===== src/rtl/portctl_pkg.sv =====
package portctl_pkg;
    localparam int NPIN   = 6;
    localparam int NADDR  = 4;
    localparam int DW     = 8;
    localparam int MODEW  = 3;
    localparam logic [MODEW-1:0] MODE_SINGLE = 3'd7;

    typedef struct packed {
        logic [NPIN-1:0] pu;
        logic [NPIN-1:0] od;
    } ctl_regs_t;
endpackage


===== src/rtl/portctl_regs.sv =====
module portctl_regs
    import portctl_pkg::*;
(
    input  logic            clk,
    input  logic            rst_n,
    input  logic            hw_stby,
    input  logic            sw_stby,
    input  logic            wr,
    input  logic            sel,
    input  logic [NPIN-1:0] wdata,
    output logic [NPIN-1:0] pu_q,
    output logic [NPIN-1:0] od_q
);
    ctl_regs_t regs_d, regs_q;

    always_comb begin
        regs_d = regs_q;
        if (hw_stby) begin
            regs_d = '0;
        end else if (wr && !sw_stby) begin
            if (sel) regs_d.od = wdata;
            else     regs_d.pu = wdata;
        end
    end

    always_ff @(posedge clk or negedge rst_n) begin
        if (!rst_n) regs_q <= '0;
        else        regs_q <= regs_d;
    end

    assign pu_q = regs_q.pu;
    assign od_q = regs_q.od;

    AST_HWSTBY_CLEAR: assert property (@(posedge clk) disable iff (!rst_n)
        hw_stby |=> (pu_q == '0 && od_q == '0));
    AST_SWSTBY_HOLD: assert property (@(posedge clk) disable iff (!rst_n)
        (sw_stby && !hw_stby) |=> ($stable(pu_q) && $stable(od_q)));
endmodule


===== src/rtl/portctl_pinmode.sv =====
module portctl_pinmode
    import portctl_pkg::*;
(
    input  logic [MODEW-1:0] mode,
    input  logic [NPIN-1:0]  dir_out,
    input  logic [NPIN-1:0]  sio_own,
    input  logic [NPIN-1:0]  sio_out,
    input  logic [NADDR-1:0] addr_en,
    output logic [NPIN-1:0]  is_input,
    output logic [NPIN-1:0]  is_addr
);
    logic ext_bus;
    assign ext_bus = (mode != MODE_SINGLE);

    for (genvar i = 0; i < NPIN; i++) begin : g_pin
        logic own_out;
        assign own_out = sio_own[i] ? sio_out[i] : dir_out[i];
        if (i < NADDR) begin : g_addr
            assign is_addr[i] = ext_bus && addr_en[i];
        end else begin : g_noaddr
            assign is_addr[i] = 1'b0;
        end
        assign is_input[i] = !(is_addr[i] || own_out);
    end
endmodule


===== src/rtl/portctl_drive.sv =====
module portctl_drive
    import portctl_pkg::*;
(
    input  logic            clk,
    input  logic            rst_n,
    input  logic [NPIN-1:0] is_input,
    input  logic [NPIN-1:0] is_addr,
    input  logic [NPIN-1:0] pu_q,
    input  logic [NPIN-1:0] od_q,
    input  logic [NPIN-1:0] dout,
    output logic [NPIN-1:0] pu_en,
    output logic [NPIN-1:0] pmos_en,
    output logic [NPIN-1:0] nmos_en
);
    for (genvar i = 0; i < NPIN; i++) begin : g_drv
        logic od_act;
        always_comb begin
            od_act     = od_q[i] && !is_addr[i];
            pu_en[i]   = pu_q[i] && is_input[i];
            pmos_en[i] = 1'b0;
            nmos_en[i] = 1'b0;
            if (!is_input[i]) begin
                nmos_en[i] = !dout[i];
                pmos_en[i] = od_act ? 1'b0 : dout[i];
            end
        end
    end

    AST_NO_CONTENTION: assert property (@(posedge clk) disable iff (!rst_n)
        (pmos_en & nmos_en) == '0);
    AST_INPUT_QUIET: assert property (@(posedge clk) disable iff (!rst_n)
        ((pmos_en | nmos_en) & is_input) == '0);
    AST_PU_ONLY_INPUT: assert property (@(posedge clk) disable iff (!rst_n)
        (pu_en & ~is_input) == '0);
endmodule


===== src/rtl/portctl_pullod.sv =====
module portctl_pullod
    import portctl_pkg::*;
(
    input  logic             clk,
    input  logic             rst_n,
    input  logic             hw_stby,
    input  logic             sw_stby,
    input  logic             bus_wr,
    input  logic             bus_sel,
    input  logic [DW-1:0]    bus_wdata,
    output logic [DW-1:0]    bus_rdata,
    input  logic [MODEW-1:0] op_mode,
    input  logic [NPIN-1:0]  dir_out,
    input  logic [NPIN-1:0]  sio_own,
    input  logic [NPIN-1:0]  sio_out,
    input  logic [NADDR-1:0] addr_en,
    input  logic [NPIN-1:0]  pin_dout,
    output logic [NPIN-1:0]  pu_en,
    output logic [NPIN-1:0]  pmos_en,
    output logic [NPIN-1:0]  nmos_en
);
    localparam int RSVW = DW - NPIN;

    logic [NPIN-1:0] pu_q, od_q, is_input, is_addr;
    logic [RSVW-1:0] rsv_unused;
    assign rsv_unused = bus_wdata[DW-1:NPIN];

    portctl_regs u_regs (
        .clk(clk), .rst_n(rst_n), .hw_stby(hw_stby), .sw_stby(sw_stby),
        .wr(bus_wr), .sel(bus_sel), .wdata(bus_wdata[NPIN-1:0]),
        .pu_q(pu_q), .od_q(od_q)
    );

    portctl_pinmode u_mode (
        .mode(op_mode), .dir_out(dir_out), .sio_own(sio_own),
        .sio_out(sio_out), .addr_en(addr_en),
        .is_input(is_input), .is_addr(is_addr)
    );

    portctl_drive u_drv (
        .clk(clk), .rst_n(rst_n), .is_input(is_input), .is_addr(is_addr),
        .pu_q(pu_q), .od_q(od_q), .dout(pin_dout),
        .pu_en(pu_en), .pmos_en(pmos_en), .nmos_en(nmos_en)
    );

    assign bus_rdata = {{RSVW{1'b1}}, (bus_sel ? od_q : pu_q)};

    AST_RSV_READ_ONES: assert property (@(posedge clk) disable iff (!rst_n)
        bus_rdata[DW-1:NPIN] == {RSVW{1'b1}});
endmodule


===== config.mk =====
export PLATFORM = sky130hd
export DESIGN_NAME = portctl_pullod
export DESIGN_NICKNAME = d
export VERILOG_FILES = /design/src/rtl/portctl_pkg.sv /design/src/rtl/portctl_regs.sv /design/src/rtl/portctl_pinmode.sv /design/src/rtl/portctl_drive.sv /design/src/rtl/portctl_pullod.sv
export SDC_FILE = /design/constraint.sdc
export NUM_CORES = 1
export LEC_CHECK = 0
export BUFFER_PORTS_ARGS = -buffer_cell sky130_fd_sc_hd__buf_2
export CAP_MARGIN = 20
export CORE_MARGIN = 5
export CORE_UTILIZATION = 44
export CTS_BUF_LIST = sky130_fd_sc_hd__clkbuf_2 sky130_fd_sc_hd__clkbuf_4 sky130_fd_sc_hd__clkbuf_8
export DETAILED_ROUTE_END_ITERATION = 8
export PLACE_DENSITY = 0.93
export SETUP_SLACK_MARGIN = 0.1
export SYNTH_ARGS = -nofsm -noshare
export SYNTH_HDL_FRONTEND = slang
export SYNTH_SLANG_ARGS = --single-unit

===== constraint.sdc =====
create_clock -name clk -period 1 [get_ports clk]
set_input_delay 0.05 -clock clk [delete_from_list [all_inputs] [get_ports clk]]
set_output_delay 0.05 -clock clk [all_outputs]
set_load 0.05 [all_outputs]

Yosys cells after proc, flatten, opt, wreduce, memory -nomap -nowiden
Index checks and enable logic that the tools add are counted.

Mux-type cells: 29. Reductions and logical operators: 40. Eq/ne operators: 2.

Operator list (count): 2-to-1 mux 1 bit (24); 2-to-1 mux 12 bit (2); 2-to-1 mux 6 bit (3); logical NOT 1 bit (17); logical AND 1 bit (15); logical OR 1 bit (4); AND reduction 2 bit (2); nonzero test 2 bit (2); != test 3 bit (second input constant) (1); != test 2 bit (second input constant) (1).

Flip-flop bits (word level): 12. Bits of input ports: 45.

Longest topological paths before layout
Gate-level depths: netlist (run 1).

Depth after elaboration: 6. Gate-level depth with buffers: 4. Mapped depth without buffers: 2.

Hierarchy
A second synthesis (run 1) with hierarchy kept.

Cells, all modules: 101. Area total of the unflattened synthesis: 1093.5 um^2.

Modules (own cells, without submodules): portctl_regs (times used 1, area an instance 584.3 um^2, cells an instance 49); portctl_drive (times used 1, area an instance 217.7 um^2, cells an instance 24); portctl_pinmode (times used 1, area an instance 171.4 um^2, cells an instance 18); portctl_pullod (times used 1, area an instance 120.1 um^2, cells an instance 10).

Worst setup path after synthesis (run 1)
OpenSTA, ideal clock, no wires.

Kind: register to output. From: register u_regs.regs_q[0] (netlist: u_regs.od_q[0]). To: output port pmos_en[0]. Setup slack: -0.687 ns. Data arrival time: 1.637 ns. Path buffers: 0. Stages on the path, launching flop included: 2. Data required time: 0.950 ns. Path through: dfrtp_1 > o32ai_1.

Longest elaborated chain between the ends: 3.

Ends and longest elaborated chain: from (decl) (line portctl_regs.sv:14) `ctl_regs_t regs_d, regs_q;`; from (signal assigned) (line portctl_regs.sv:28) `else regs_q <= regs_d;`; logical AND 1 bit (line portctl_drive.sv:18) `od_act = od_q[i] && !is_addr[i];`; 2-to-1 mux 1 bit (line portctl_drive.sv:24) `pmos_en[i] = od_act ? 1'b0 : dout[i];`; 2-to-1 mux 1 bit (line portctl_drive.sv:22) `if (!is_input[i]) begin`; to (decl) (line portctl_pullod.sv:19) `output logic [NPIN-1:0] pmos_en,`.

Every way passes these cells.

Worst setup path after layout (run 1)
From: register u_regs.regs_q[1] (netlist: u_regs.od_q[1]). To: output port bus_rdata[1].

Longest elaborated chain between the ends: 1.

Ends and longest elaborated chain: 2-to-1 mux 6 bit (line portctl_pullod.sv:46) `assign bus_rdata = {{RSVW{1'b1}}, (bus_sel ? od_q : pu_q)};`; to (decl) (line portctl_pullod.sv:11) `output logic [DW-1:0] bus_rdata,`.

Every way passes these cells.

==> results of run 1 <==
[registers in the layout (all words and copies together) (netlist names)]
signal and count:
u_regs.od_q 6, u_regs.pu_q 6
[worst max path at each step]
stage,from,end,depth (start not counted)
after floorplan,op_mode[2],nmos_en[0],3
after global placement,u_regs.od_q[0]$_DFFE_PN0P_,pmos_en[0],2
after detailed placement,u_regs.od_q[0]$_DFFE_PN0P_,pmos_en[0],2
after CTS,u_regs.od_q[0]$_DFFE_PN0P_,bus_rdata[0],2
after global routing,u_regs.od_q[1]$_DFFE_PN0P_,bus_rdata[1],2
final,u_regs.od_q[1]$_DFFE_PN0P_,bus_rdata[1],2
[through the flow]
stage / TNS (ps) / instances / utilization (%) / cell area [um2] / total power, W
5_1_grt: -3200 / 206 / 88.7 / 1780 / 0.00167
3_3_place_gp: 0 / 193 / 72.5 / 1450 / 0.00113
2_1_floorplan: -25.2 / 100 / - / 1070 / 0.000959
4_1_cts: -2040 / 202 / 84.8 / 1700 / 0.00153
6_report: -2600 / 206 / 88.7 / 1780 / 0.00160
3_5_place_dp: -69.3 / 193 / 72.5 / 1450 / 0.00115
[layout make-up]
| type | instances | area share [%] |
|---|---|---|
| well taps | 27 | 1.90 |
| multi-input cells | 73 | 42.5 |
| inverters | 8 | 1.69 |
| clock buffers | 3 | 1.27 |
| diodes | 1 | 0.141 |
| flip-flops and latches | 12 | 17.1 |
| repair buffers | 82 | 35.4 |
[critical path, delay by kind of cell, from the launching register on]
family | cells | cell delay, ps
buf+inv | 1 | 150
flops | 1 | 440
mux | 1 | 290
[repair_timing]
item                       in CTS  in global routing
buffers inserted                5                  3
pin swaps                       4                  0
hold buffers                    1                  0
setup endpoints to repair      22                 24
hold endpoints to repair       12                  0
resized for setup              53                 14
[routing by layer]
layer  track usage (%)  routed length, um
met2              43.4               2040
met4              10.8                242
met3              1.83                237
met1              23.6               1450
met5                 0                  0
[cells by family after synthesis]
logic type	Yosys count	share of synthesized area [%]
flops	12	31.7
compound gates	12	10.6
other cells	1	0.396
buf+inv	15	8.46
simple gates	35	22.6
mux	24	26.2
[report_power, final]
group	switching, W	internal, W
clock	0.000157	0.000140
combinational	0.000440	0.000338
sequential	0.0000211	0.000502
total	0.000618	0.000979
[placed cells by master, fill, tap and decap left out, types with 2 or more instances in the layout]
cell	n
buf_4	13
mux2i_2	2
inv_1	8
o32ai_4	4
buf_2	44
nor2_1	2
o211a_1	2
buf_8	6
mux2_4	6
dfrtp_2	2
o22ai_2	4
clkbuf_4	3
conb_1	2
nor3b_4	2
o211a_4	2
nand2b_1	22
and2_4	2
nand2_1	4
mux2i_1	15
dfrtp_1	10
buf_6	17
==> results.toml, run 1 <==
[yosys]
synthCells = 99
synth.distinct_cells = 20
synth_ff_type = "dfrtp_1"
synth_top_cell_area_share_pct = 31.7
synth_warnings = 0
synth.most_common_cell = "nand2b_1"
syn_area_um2 = 946
yosys_register_bits = 12
avgSynthCellArea_um2 = 9.55
yosys.area.top_type = "dfrtp_1"
synthArstFlopShare_pct = 100
seq_area_frac_synth_pct = 31.7
synth_common_cells = "22 x nand2b_1, 18 x mux2i_1, 12 x dfrtp_1"
synth_edf_count = 0
synth_area_leaders = "dfrtp_1 32%, mux2i_1 19%, nand2b_1 15%"

[sta]
rsz0062_at_grt = "yes"
fmax_ghz = 0.827
fin_ws_ps = -209
fin_crit_ps = 1210
finClkSkew_ps = 0
whs_ps = 58.8
setup_viol = 18
finalHoldViolCount = 0
slew_viol_final = 0
fin_crit_sh_pct = 121

[hold_path]
whs_path_depth = 3
min_delay_worst_endpoint = "u_regs.pu_q[1]$_DFFE_PN0P_"
hp-class = "input pin to flip-flop"
hp-start = "bus_wdata[1]"

[floorplanning]
num_rows = 16
fp.dieH_um = 56.4
io_pins = 71
dieArea_mm2 = 0.00318
initial_core_util_pct = 47.2
die_x_um = 56.4
core_area_mm2 = 0.00200

[global_route]
grt_pass1_vias = 1204
overflow = 0
grt_pass1_wl_um = 5520
grt.total_usage_pct = 22.3
antenna_found_initial = 1
grt_start_max_net_pins = 19

[drt]
drt_iter0_drc = 47
routed_via_density = 5.43
drc = 0
wl_um = 3970
ant_nets = 0
detailroute.via_count = 1119
wire_per_inst_um = 19.2
dr.pass1.iters = 4

[layout]
regArea_um2 = 303
multi_input_area_um2 = 754
fillerInstances = 105
drive_gt1_share_pct = 61.8
syn_to_final_growth_pct = 87.7
layout.nets = 225

[clocking]
clockBufferDepth = 2
clk_pin_slew_worst_paths_ps = 70
clockRootBuffer = "clkbuf_4"
cts.sinks = 12
cts_tree = "yes"
cts_buffers = 3
clk-insertion-delay-late_ps = 270
cts.htree.levels = 1

[worst_setup_path]
cp-start-kind = "flip-flop"
path_cells = "mux2_4 > buf_8"
reg2reg_to = "u_regs.pu_q[2]$_DFFE_PN0P_"
rr_worst_depth = 4
worstPathRequired_ps = 950
cpPeakStageDelay_ps = 440
critPathKind = "flip-flop to output pin"
cp_slowest_cell = "dfrtp_2"
crit_path_end_kind = "output pin"
crit_arrival_ps = 1160
critPathMaxFanout = 3
rrSetupSlack_ps = 50
rr_startpoint = "u_regs.pu_q[2]$_DFFE_PN0P_"

[place]
io_buffers = 66
pre_cts_ws_ps = -25.6
dp_hpwl_um = 2310
gp_congestion = 0.803

[job]
drv_cap = 0

[status]
violations = "negative setup slack"
run_status = "complete, but fails checks"

[power_and_ir_drop]
leakage_nw = 0.944
peakVddDrop_uv = 840
p_per_area_mw_per_mm2 = 900
Power figures use the tool's default switching activity.
==> run 2: changes to the inputs <==
Settings changed: CORE_ASPECT_RATIO set to 0.75, GPL_TIMING_DRIVEN set to 0.
==> results.toml, run 2 (same netlist as run 1, synthesis figures left out) <==
[global_route]
grt_pass1_vias = 1172
antenna_found_initial = 0
grt.total_usage_pct = 23.2
grt_pass1_wl_um = 5730
grt_start_max_net_pins = 13
overflow = 0

[clocking]
cts.htree.levels = 1
clockRootBuffer = "clkbuf_4"
cts_buffers = 3
clk_pin_slew_worst_paths_ps = 70
cts.sinks = 12
clockBufferDepth = 2
clk-insertion-delay-late_ps = 280
cts_tree = "yes"

[worst_setup_path]
critPathTopFamily = "flip-flops"
cpPeakStageDelay_ps = 440
worstPathRequired_ps = 950
critPathKind = "flip-flop to output pin"
cp-start-kind = "flip-flop"
rr_worst_depth = 3
reg2reg_to = "u_regs.pu_q[2]$_DFFE_PN0P_"
path_cells = "o32ai_4 > buf_6"
crit_buf_inv = 1
crit_cells = 2
rrSetupSlack_ps = 160
crit_arrival_ps = 1180
rr_startpoint = "u_regs.pu_q[2]$_DFFE_PN0P_"
crit_path_end_kind = "output pin"
cp_slowest_cell = "dfrtp_2"
critPathMaxFanout = 3

[drt]
drt_iter0_drc = 27
wl_um = 3870
routed_via_density = 5.42
wire_per_inst_um = 19.4
drc = 0
ant_nets = 0
detailroute.via_count = 1084
dr.pass1.iters = 4

[sta]
finalHoldViolCount = 0
fmax_ghz = 0.813
fin_crit_ps = 1230
fin_ws_ps = -231
finClkSkew_ps = 0
rsz0062_at_grt = "yes"
fin_crit_sh_pct = 123
setup_viol = 18
whs_ps = 48.1
slew_viol_final = 0
finalSetupTns_ps = -2670

[floorplanning]
die_x_um = 63.5
num_rows = 14
initial_core_util_pct = 46.6
dieArea_mm2 = 0.00319
io_pins = 71
fp.dieH_um = 50.2
core_area_mm2 = 0.00203

[status]
violations = "negative setup slack"
run_status = "complete, but fails checks"

[layout]
syn_to_final_growth_pct = 90.6
layout.nets = 222
multi_input_area_um2 = 795
regArea_um2 = 302
most-common-layout-cells = "44 x buf_2, 21 x nand2b_1, 14 x buf_6, 12 x mux2i_1, 11 x dfrtp_1"
drive_gt1_share_pct = 63.1
fillerInstances = 92
final_common_cell = "buf_2"
antenna_cells = 0

[power_and_ir_drop]
intPower_w = 0.00106
p_sw_share_pct = 37.3
pwr-share-comb_pct = 46.1
p_clk_share_pct = 23.1
peakVddDrop_uv = 1020
power_w = 0.00169
power_frac_seq_pct = 30.8
p_per_area_mw_per_mm2 = 938
leakage_nw = 0.937
p_sw_w = 0.000631

[hold_path]
min_delay_worst_endpoint = "u_regs.od_q[5]$_DFFE_PN0P_"
hp-start = "bus_wdata[5]"
hp-class = "input pin to flip-flop"
whs_path_depth = 3

[place]
pre_cts_ws_ps = -222
io_buffers = 65
dp_hpwl_um = 2370
gp_congestion = 0.730

[job]
drv_cap = 0
-- run 2: cell count changes in the layout (fill, tap and decap cells not counted), moves of 2 or more --
cell | previous run | this run
buf_6 | 17 | 14
mux2i_2 | 2 | 4
buf_4 | 13 | 10
mux2i_1 | 15 | 12
clkbuf_8 | 0 | 2
-- run 2: final cells by class --
| class | count | area share, % |
|---|---|---|
| plain buffers | 7 | 3.33 |
| clock buffers | 4 | 2.01 |
| inverters | 8 | 1.67 |
| multi-input cells | 73 | 44.1 |
| flip-flops and latches | 12 | 16.7 |
| well taps | 24 | 1.67 |
| repair buffers | 72 | 30.5 |
-- run 2: power by group through the flow --
stage | sequential (W) | combinational [W] | clock [W]
after detailed placement | 0.000528 | 0.000615 | 0
after global routing | 0.000523 | 0.000819 | 0.000429
after floorplan | 0.000523 | 0.000436 | 0
after CTS | 0.000519 | 0.000739 | 0.000393
final | 0.000521 | 0.000779 | 0.000390
after global placement | 0.000527 | 0.000598 | 0
-- run 2: layer usage --
layer / global-route usage [%] / wire length [um] / part of all wire, %
met4: 11.1 / 170 / 4.4
met1: 23.6 / 1390 / 36
met5: 0 / 0 / 0
met3: 5.13 / 255 / 6.6
met2: 44.9 / 2060 / 53
-- run 2: stage by stage --
step	instance area (um2)	util [%]	std cells
floorplan	1070	-	100
global placement	1430	70.3	189
detailed placement	1430	70.3	189
CTS	1740	85.6	197
global route	1800	88.7	200
finish	1800	88.7	200
-- run 2: worst max path at each step --
stage / slack [ps] / endpoint / from
6_report: -230 / pmos_en[0] / u_regs.od_q[0]$_DFFE_PN0P_
3_3_place_gp: -190 / pu_en[1] / op_mode[2]
2_1_floorplan: -6 / nmos_en[0] / op_mode[2]
5_1_grt: -290 / pmos_en[2] / u_regs.od_q[2]$_DFFE_PN0P_
3_5_place_dp: -220 / pu_en[2] / op_mode[2]
4_1_cts: -230 / pmos_en[0] / u_regs.od_q[0]$_DFFE_PN0P_
-- run 2: worst reg2reg max path, cell delays in order, from the launching register on --
cell	delay, ps
dfrtp_1	410
buf_4	150
nand2b_1	80
mux2i_1	80
-- run 2: timing repair --
action                                 in CTS  in global routing
endpoints found under the hold margin      12                  0
setup buffers                               2                  3
resized for setup                          67                  8
hold buffers                                1                  0
cloned                                      1                  0
setup endpoints to repair                  22                 22
pin swaps                                   1                  0
